--- src/rtl/vis_pkg.sv ---
package vis_pkg;
  localparam int IW     = 32;
  localparam int SLOT_W = 3;
  typedef enum logic [2:0] {
    S_INIT, S_FETCH, S_ZERO, S_ISSUE, S_COMMIT
  } seq_state_e;
endpackage

--- src/rtl/vis_counters.sv ---
module vis_counters #(
  parameter int MAX_INSNS = 4,
  parameter int CW = 3,
  parameter int RW = 32
) (
  input  logic          clk,
  input  logic          rst,
  input  logic          pkt_clr,
  input  logic          pkt_inc,
  input  logic          commit_fire,
  output logic [CW-1:0] pkt_cnt,
  output logic [RW-1:0] retired
);
  always_ff @(posedge clk) begin
    if (rst) begin
      pkt_cnt <= '0;
      retired <= '0;
    end else begin
      if (pkt_clr)      pkt_cnt <= '0;
      else if (pkt_inc) pkt_cnt <= pkt_cnt + 1'b1;
      if (commit_fire)  retired <= retired + RW'(pkt_cnt);
    end
  end

  a_r2_cnt_cap: assert property (@(posedge clk) disable iff (rst)
    pkt_cnt <= CW'(MAX_INSNS));
  a_r8_retired_grows: assert property (@(posedge clk) disable iff (rst)
    commit_fire |=> retired == $past(retired) + RW'($past(pkt_cnt)));
endmodule

--- src/rtl/vis_media_track.sv ---
module vis_media_track
  import vis_pkg::*;
(
  input  logic              clk,
  input  logic              rst,
  input  logic              clr,
  input  logic              upd,
  input  logic [SLOT_W-1:0] slot,
  output logic              fm_valid,
  output logic [1:0]        fm_idx
);
  always_ff @(posedge clk) begin
    if (rst) begin
      fm_valid <= 1'b0;
      fm_idx   <= '0;
    end else if (clr) begin
      fm_valid <= 1'b0;
    end else if (upd && slot[2]) begin
      fm_valid <= 1'b1;
      fm_idx   <= slot[1:0];
    end
  end

  a_r5_clear_on_init: assert property (@(posedge clk) disable iff (rst)
    clr |=> !fm_valid);
  a_r5_non_media_keeps: assert property (@(posedge clk) disable iff (rst)
    (!clr && !(upd && slot[2])) |=> $stable(fm_valid) && $stable(fm_idx));
endmodule

--- src/rtl/vliw_issue_seq.sv ---
module vliw_issue_seq
  import vis_pkg::*;
#(
  parameter int          MAX_INSNS = 4,
  parameter int          AW        = 32,
  parameter int          RW        = 32,
  parameter logic [31:0] RESET_PC  = 32'h0000_1000,
  localparam int         CW        = $clog2(MAX_INSNS + 1)
) (
  input  logic              clk,
  input  logic              rst,
  output logic              fetch_valid,
  output logic [AW-1:0]     fetch_addr,
  input  logic              fetch_ready,
  input  logic [31:0]       fetch_data,
  output logic              gr0_we,
  output logic              iss_valid,
  output logic [31:0]       iss_word,
  output logic [AW-1:0]     iss_pc,
  output logic              iss_first,
  output logic              iss_last,
  input  logic              iss_ready,
  input  logic [AW-1:0]     exec_next_pc,
  input  logic [SLOT_W-1:0] exec_slot,
  output logic              pkt_init,
  output logic [AW-1:0]     prev_pc,
  output logic              fm_valid,
  output logic [1:0]        fm_idx,
  output logic              commit_valid,
  output logic [CW-1:0]     commit_len,
  input  logic              commit_ready,
  output logic [RW-1:0]     retired
);
  seq_state_e    st;
  logic [AW-1:0] pc;
  logic [IW-1:0] word;
  logic [CW-1:0] pkt_cnt;
  logic          last_now;
  logic          iss_fire;
  logic          commit_fire;

  assign last_now    = word[IW-1] || (pkt_cnt == CW'(MAX_INSNS - 1));
  assign iss_fire    = (st == S_ISSUE) && iss_ready;
  assign commit_fire = (st == S_COMMIT) && commit_ready;

  always_ff @(posedge clk) begin
    if (rst) begin
      st      <= S_INIT;
      pc      <= AW'(RESET_PC);
      word    <= '0;
      prev_pc <= '0;
    end else begin
      unique case (st)
        S_INIT: begin
          prev_pc <= pc;
          st      <= S_FETCH;
        end
        S_FETCH: if (fetch_ready) begin
          word <= fetch_data;
          st   <= S_ZERO;
        end
        S_ZERO: st <= S_ISSUE;
        S_ISSUE: if (iss_ready) begin
          pc <= exec_next_pc;
          st <= last_now ? S_COMMIT : S_FETCH;
        end
        S_COMMIT: if (commit_ready) st <= S_INIT;
        default: st <= S_INIT;
      endcase
    end
  end

  assign pkt_init     = (st == S_INIT);
  assign fetch_valid  = (st == S_FETCH);
  assign fetch_addr   = pc;
  assign gr0_we       = (st == S_ZERO);
  assign iss_valid    = (st == S_ISSUE);
  assign iss_word     = word;
  assign iss_pc       = pc;
  assign iss_first    = (pkt_cnt == '0);
  assign iss_last     = last_now;
  assign commit_valid = (st == S_COMMIT);
  assign commit_len   = pkt_cnt;

  vis_counters #(.MAX_INSNS(MAX_INSNS), .CW(CW), .RW(RW)) u_cnt (
    .clk(clk), .rst(rst), .pkt_clr(pkt_init), .pkt_inc(iss_fire),
    .commit_fire(commit_fire), .pkt_cnt(pkt_cnt), .retired(retired)
  );

  vis_media_track u_fm (
    .clk(clk), .rst(rst), .clr(pkt_init), .upd(iss_fire),
    .slot(exec_slot), .fm_valid(fm_valid), .fm_idx(fm_idx)
  );

  a_r1_last_to_commit: assert property (@(posedge clk) disable iff (rst)
    (iss_valid && iss_ready && iss_last) |=> commit_valid);
  a_r3_first_once: assert property (@(posedge clk) disable iff (rst)
    (iss_valid && iss_ready) |=> !iss_first);
  a_r4_zero_before_issue: assert property (@(posedge clk) disable iff (rst)
    $rose(iss_valid) |-> $past(gr0_we));
  a_r7_commit_holds: assert property (@(posedge clk) disable iff (rst)
    (commit_valid && !commit_ready) |=> commit_valid && $stable(commit_len));
  a_r10_fetch_holds: assert property (@(posedge clk) disable iff (rst)
    (fetch_valid && !fetch_ready) |=> fetch_valid && $stable(fetch_addr));
  a_r10_issue_holds: assert property (@(posedge clk) disable iff (rst)
    (iss_valid && !iss_ready) |=> iss_valid && $stable(iss_word));
  a_r10_one_phase: assert property (@(posedge clk) disable iff (rst)
    $onehot0({pkt_init, fetch_valid, gr0_we, iss_valid, commit_valid}));
endmodule

--- config.mk ---
export PLATFORM = sky130hd
export DESIGN_NAME = vliw_issue_seq
export DESIGN_NICKNAME = d
export VERILOG_FILES = /design/src/rtl/vis_pkg.sv /design/src/rtl/vis_counters.sv /design/src/rtl/vis_media_track.sv /design/src/rtl/vliw_issue_seq.sv
export SDC_FILE = /design/constraint.sdc
export NUM_CORES = 1
export LEC_CHECK = 0
export ABC_AREA = 1
export CORE_MARGIN = 10
export CORE_UTILIZATION = 39
export DETAILED_ROUTE_END_ITERATION = 7
export PLACE_DENSITY = 0.8
export SETUP_SLACK_MARGIN = 0.2
export SLEW_MARGIN = 0
export SYNTH_ARGS = -nofsm -noshare
export SYNTH_HDL_FRONTEND = slang
export SYNTH_SLANG_ARGS = --single-unit
--- constraint.sdc ---
create_clock -name clk -period 1.8 [get_ports clk]
set_clock_uncertainty 0.1 [all_clocks]
set_input_delay 0.36 -clock clk [delete_from_list [all_inputs] [get_ports clk]]
set_output_delay 0.36 -clock clk [all_outputs]
set_load 0.03 [all_outputs]
==> results of run 1 <==
[worst min-delay path by stage]
stage	start	to	slack, ns	cells past startpoint
after global routing	rst	u_cnt.retired[2]	0.18	2
after global placement	prev_pc[10]	prev_pc[10]	0.36	2
after detailed placement	prev_pc[11]	prev_pc[11]	0.37	2
after floorplan	exec_next_pc[12]	fetch_addr[12]	0.37	2
after CTS	rst	u_cnt.retired[1]	0.17	2
final	rst	u_cnt.retired[2]	0.17	2
[cells in the final DEF (no fill, tap or decap), drive strengths merged, types with 2 or more instances in the layout]
cell / netlist / routed
nor2: 191 / 192
nand2: 141 / 141
dfxtp: 137 / 137
buf: 49 / 136
o21ai: 82 / 82
clkdlybuf4s50: 0 / 70
clkdlybuf4s15: 0 / 64
inv: 62 / 62
a21oi: 57 / 57
clkbuf: 17 / 46
nand3: 33 / 33
nand4: 12 / 12
clkinv: 1 / 7
ha: 6 / 6
nor3: 5 / 5
or2: 4 / 4
bufinv: 0 / 3
clkinvlp: 0 / 3
xor2: 2 / 2
clkdlybuf4s18: 0 / 2
[state kept, by name, summed over array words and instances (netlist names)]
register,cells
u_fm.fm_valid,1
fetch_addr,32
iss_word,32
u_cnt.pkt_cnt,3
u_cnt.retired,32
u_fm.fm_idx,2
prev_pc,32
st,3
[power groups by stage]
stage | clock, mW | combinational, mW | sequential [mW]
2_1_floorplan | 0 | 0.515 | 3.74
3_3_place_gp | 0 | 1.58 | 3.38
3_5_place_dp | 0 | 1.60 | 3.39
4_1_cts | 3.59 | 1.60 | 3.33
5_1_grt | 3.72 | 1.74 | 3.36
6_report | 3.55 | 1.62 | 3.34
[logic make-up after synthesis]
| kind of cell | after synthesis | synth area share (%) |
|---|---|---|
| AND/OR/NAND/NOR | 388 | 28.3 |
| AO/OA/AOI/OAI | 142 | 12.2 |
| flip-flops | 137 | 46.6 |
| buffers and inverters | 129 | 10.9 |
| adder cells (fa/ha/maj) | 7 | 1.62 |
| XOR/XNOR | 2 | 0.298 |
[repair_timing]
item                                    CTS  global route
resized for setup                       615           168
endpoints found under the setup margin  195           160
buffers inserted                         20             9
pin swaps                                31            31
gates cloned                              1             1
[critical path: stages (launching register included)]
cell	delay [ns]
dfxtp_4	0.37
ha_4	0.16
ha_4	0.14
or2_4	0.26
buf_6	0.14
[cell type report]
cell class / instances / area [sq um]
sequential: 137 / 2780
tap: 184 / 230
fill: 1251 / 5320
clock inverter: 12 / 150
inverter: 63 / 260
timing repair buffer: 299 / 2600
clock buffer: 19 / 453
multi-input combinational: 540 / 2850
[metrics by stage]
step / hold WS (ns) / worst slack, ns / total power, mW / cells
global route: 0.179 / -0.180 / 8.82 / 1254
CTS: 0.167 / -0.138 / 8.52 / 1244
detailed placement: 0.371 / -0.127 / 4.99 / 1192
floorplan: 0.373 / 0.120 / 4.26 / 805
global placement: 0.360 / -0.0986 / 4.97 / 1192
finish: 0.172 / -0.144 / 8.51 / 1254
[layer usage]
metal	vias up	part of all wire [%]	GRT usage [%]	routed length [um]
met5	-	0	0	0
met4	0	2.8	7.06	599
met3	51	9.6	8.76	2080
met2	259	51	34.7	11000
met1	2934	37	21.0	8080
li1	3046	-	-	-
==> metrics.txt, run 1 <==
Final Core Density 63.7%; Die H between 100 and 150 um; synth cell count leaders 182 x nor2_1, 137 x dfxtp_1, 135 x nand2_1; GP Congestion 0.860; CTS Buf Count 17; RSZ-0062 raised after global routing yes; fmax 515 MHz; Boundary Pins between 200 and 250; antenna violations before repair 0; CTS tree done; EDFF count, synth 0; ys flop type dfxtp_1; CTS H-tree lvls 4; Psw 2.43 mW; LEAKAGE 4.11 nW; DR pass1 iterations 5; Switching Fraction 28.6%; Initial Utilization 40.2%; Nets 1137; sequential share of power 39.2%; P_int 6.08 mW; register area share after synthesis 46.6%; share of layout cells above drive strength 1 34.1%; fraction of registers with async set/reset 0%; Sink Count 137; final setup violating endpoints 17; Synth cell types 35; HPWL after DPL about 15000 um; core area 14600 sq um; RR Endpoint u_cnt.retired[12]; vias in the first global route 6231; CP Capture Point iss_last; clk root buf clkbuf_16; Via Count around 6.3k; Critical Path End Type output port; # diodes 0; port bufs 244; most instantiated library cell after synthesis nor2_1; Layout area overhead 58.4%; syn_area_per_cell between 7 and 8 sq um; Worst Max-Slew Pin Slew 0.451 ns; Longest Clk Path Bufs 2; failing checks negative setup slack; Worst R2R Path Depth 11; first-pass GRT wire length 32500 um; final hold vios 0; CP required 1.34 ns; part of the cycle the worst path needs 108%; status finished with violations; PD cells 913 nW/um^2; Syn Inst Count 805; Cell Rows 44; Max-Cap Viols 0; Crit Path Max Fanout 4; GR Overflow Total 0; Routed WL per cell about 17 um; DIE WIDTH 143 um; setup TNS -0.931 ns; top cell type's share of synthesized area a little under half; Total Routed Length 21700 um; worst vdd ir 0.000583 V; Max Transition Viols Final 0; Final Cell Area 9320 sq um; area leader, netlist dfxtp_1; reg-to-reg startpoint u_cnt.pkt_cnt[1]; DRC 0; Hold Crit Class in -> reg; critical path type reg -> out; combinational share of power 19.1%; Via-to-Cell Ratio roughly 5.0; Worst Path Arrival 1.48 ns; Slew headroom 69.7%; startpoint types register; total die area 20400 sq um; DRT iter0 DRCs 392; Clock Pin Slew Worst Setup and Hold Paths 0.06 ns; pin count of the biggest net entering global routing 71; clock power share approximately two fifths; r2r setup slk -0.10 ns; # hold bufs at CTS 0; synth top area cells dfxtp_1 47%, nor2_1 12%, nand2_1 8.6%, o21ai_0 6.1%, a21oi_1 4.8%; latest clock arrival within the worst-skew pair 0.41 ns; Synth Warn # 0; crit path launch u_cnt.pkt_cnt[0]; mapped cell area 5880 sq um; ANT nets after route 0; number of synthesized register bits roughly 140; GRT Total Usage ~20%; syn nets roughly 880; DP Area 8440 sq um; Tmin final slightly below 2 ns; setup ws final -0.144 ns
Power figures use the tool's default switching activity.
==> inputs of run 2 (changes only) <==
- GPL_TIMING_DRIVEN: unset -> 1
- SKIP_LAST_GASP: unset -> 1
- TNS_END_PERCENT: unset -> 10
==> run 2 against run 1 <==
Compared with the run above:
- the run still ends with negative setup slack left
- utilization down 0.53 points
- worst hold slack better by 0.015 ns
- register-to-register slack better by 0.04 ns
- total power up 2.4%
- routed wire length down 5.6%
- sequential power about the same
- largest cell class is now sequential cells
- first-iteration DRC count down 14%
- largest power group unchanged
==> metrics.txt, run 2 (same netlist as run 1, synthesis figures left out) <==
status finished with violations; failing checks negative setup slack; port bufs between 200 and 250; DIE WIDTH 143 um; pin count of the biggest net entering global routing 51; antenna violations before repair 1; Die H 143 um; GR Overflow Total 0; GP Congestion 0.804; vias in the first global route 6075; total die area slightly above 20000 sq um; CP required 1.34 ns; Tmin final 1.93 ns; Nets between 1k and 1.5k; PD cells 943 nW/um^2; Max Transition Viols Final 0; Final Non-Filler Cells 1240; CTS tree done; Total Routed Length 20500 um; HPWL after DPL 15200 um; CP max stage cell clkdlybuf4s50_1; clk root buf clkbuf_16; startpoint types register; Hold Crit Class in -> reg; CP max stage delay 0.69 ns; share of layout cells above drive strength 1 16.0%; CTS Buf Count 17; first-pass GRT wire length 31500 um; Routed WL per cell 16.6 um; Critical Path End Type output port; fmax 519 MHz; part of the cycle the worst path needs 107%; setup ws final -0.127 ns; M1 WL 7900 um; DRC 0; Max-Cap Viols 0; final hold vios 0; RSZ-0062 raised after global routing yes; Via-to-Cell Ratio between 4 and 5; Storage cell area 2770 sq um; core area 14600 sq um; # diodes 0; most common cell after layout, fill and taps aside nor2_1; critical path type reg -> out; DR top layer met5; final setup violating endpoints 74; delay-heaviest family, CP buffers and inverters; CP cell instances clkdlybuf4s50_1; # hold bufs at CTS 0; Worst Max-Slew Pin Slew between 0.5 and 0.6 ns; Crit Path Max Fanout 2; Sink Count 137; met3 wire length 1900 um; Boundary Pins 245; Via Count 6068; latest clock arrival within the worst-skew pair between 0.4 and 0.5 ns; Worst Path Arrival 1.47 ns; area of the multi-input gates 2700 sq um; DRT iter0 DRCs 338; fillcell total ~1.3k; ANT nets after route 0; CTS H-tree lvls 4; Cells after DPL between 1k and 1.5k; Buffers & Inverters on Critical Path 1; total power after layout 8.72 mW; DR pass1 iterations 7; Longest Clk Path Bufs 2; Routed met2 length 10400 um; Initial Utilization 40.2%; Clock Pin Slew Worst Setup and Hold Paths 0.06 ns; worst vdd ir between 0.0005 and 0.0006 V; Layout area overhead 57.1%; Cell Rows between 40 and 50; Slew headroom between 60% and 70%; most frequent cells in the layout 178 x nor2_1, 132 x clkdlybuf4s50_1, 126 x nand2_1, 126 x dfxtp_1, 77 x dlygate4sd2_1; GRT Total Usage 19.3%; LEAKAGE 4.35 nW
run 2: cell types whose count changed in the layout (fill, tap and decap cells not counted), moves of 5 or more:
cell	delta
buf_2	-55
buf_6	-19
clkbuf_2	-23
clkdlybuf4s15_2	-62
clkdlybuf4s50_1	+62
dlygate4sd2_1	+77
dlymetal6s2s_1	+9
inv_1	+5
nand3_1	+8
nand3_2	-7
nor2_1	+7
nor2_2	-5
run 2: layout make-up:
class                      count  area share, %
multi-input combinational    539           29.2
tap                          184           2.49
timing repair buffer         285           28.7
sequential                   137           29.9
clock inverter                 8           1.41
clock buffer                  24           5.67
inverter                      63           2.60
run 2: repair_timing:
action                                  4_1_cts  5_1_grt
endpoints found under the setup margin      212      260
resized for setup                           181       57
pin swaps                                     2       17
buffers inserted                              5        9
run 2: power breakdown:
group | switching, mW | internal (mW)
clock network | 1.34 | 2.46
registers | 0.115 | 3.22
logic | 0.949 | 0.630
run 2: path summary, 6_finish.rpt:
check,start,end,slack [ns],cells past startpoint
min reg2reg,prev_pc[9],prev_pc[9],0.37,2
max reg2reg,u_cnt.pkt_cnt[0],u_cnt.retired[24],-0.06,12
max,u_cnt.retired[19],retired[19],-0.13,1
min,rst,st[1],0.19,2
run 2: through the flow:
step | hold slack (ns) | util (%) | worst slack (ns) | setup TNS [ns] | cell area [sq um]
6_report | 0.187 | 63.1 | -0.127 | -5.84 | 9250
2_1_floorplan | 0.373 | - | 0.119 | 0 | 5920
4_1_cts | 0.163 | 61.3 | -0.141 | -9.90 | 8980
3_5_place_dp | 0.370 | 57.6 | -0.171 | -1.71 | 8440
5_1_grt | 0.196 | 63.1 | -0.174 | -10.27 | 9250
3_3_place_gp | 0.356 | 57.6 | -0.0932 | -0.770 | 8440
run 2: routing by layer:
metal,GRT usage (%),up-vias
li1,-,3012
met1,20.7,2788
met2,34.2,235
met3,7.76,31
met4,6.13,2
met5,0,-
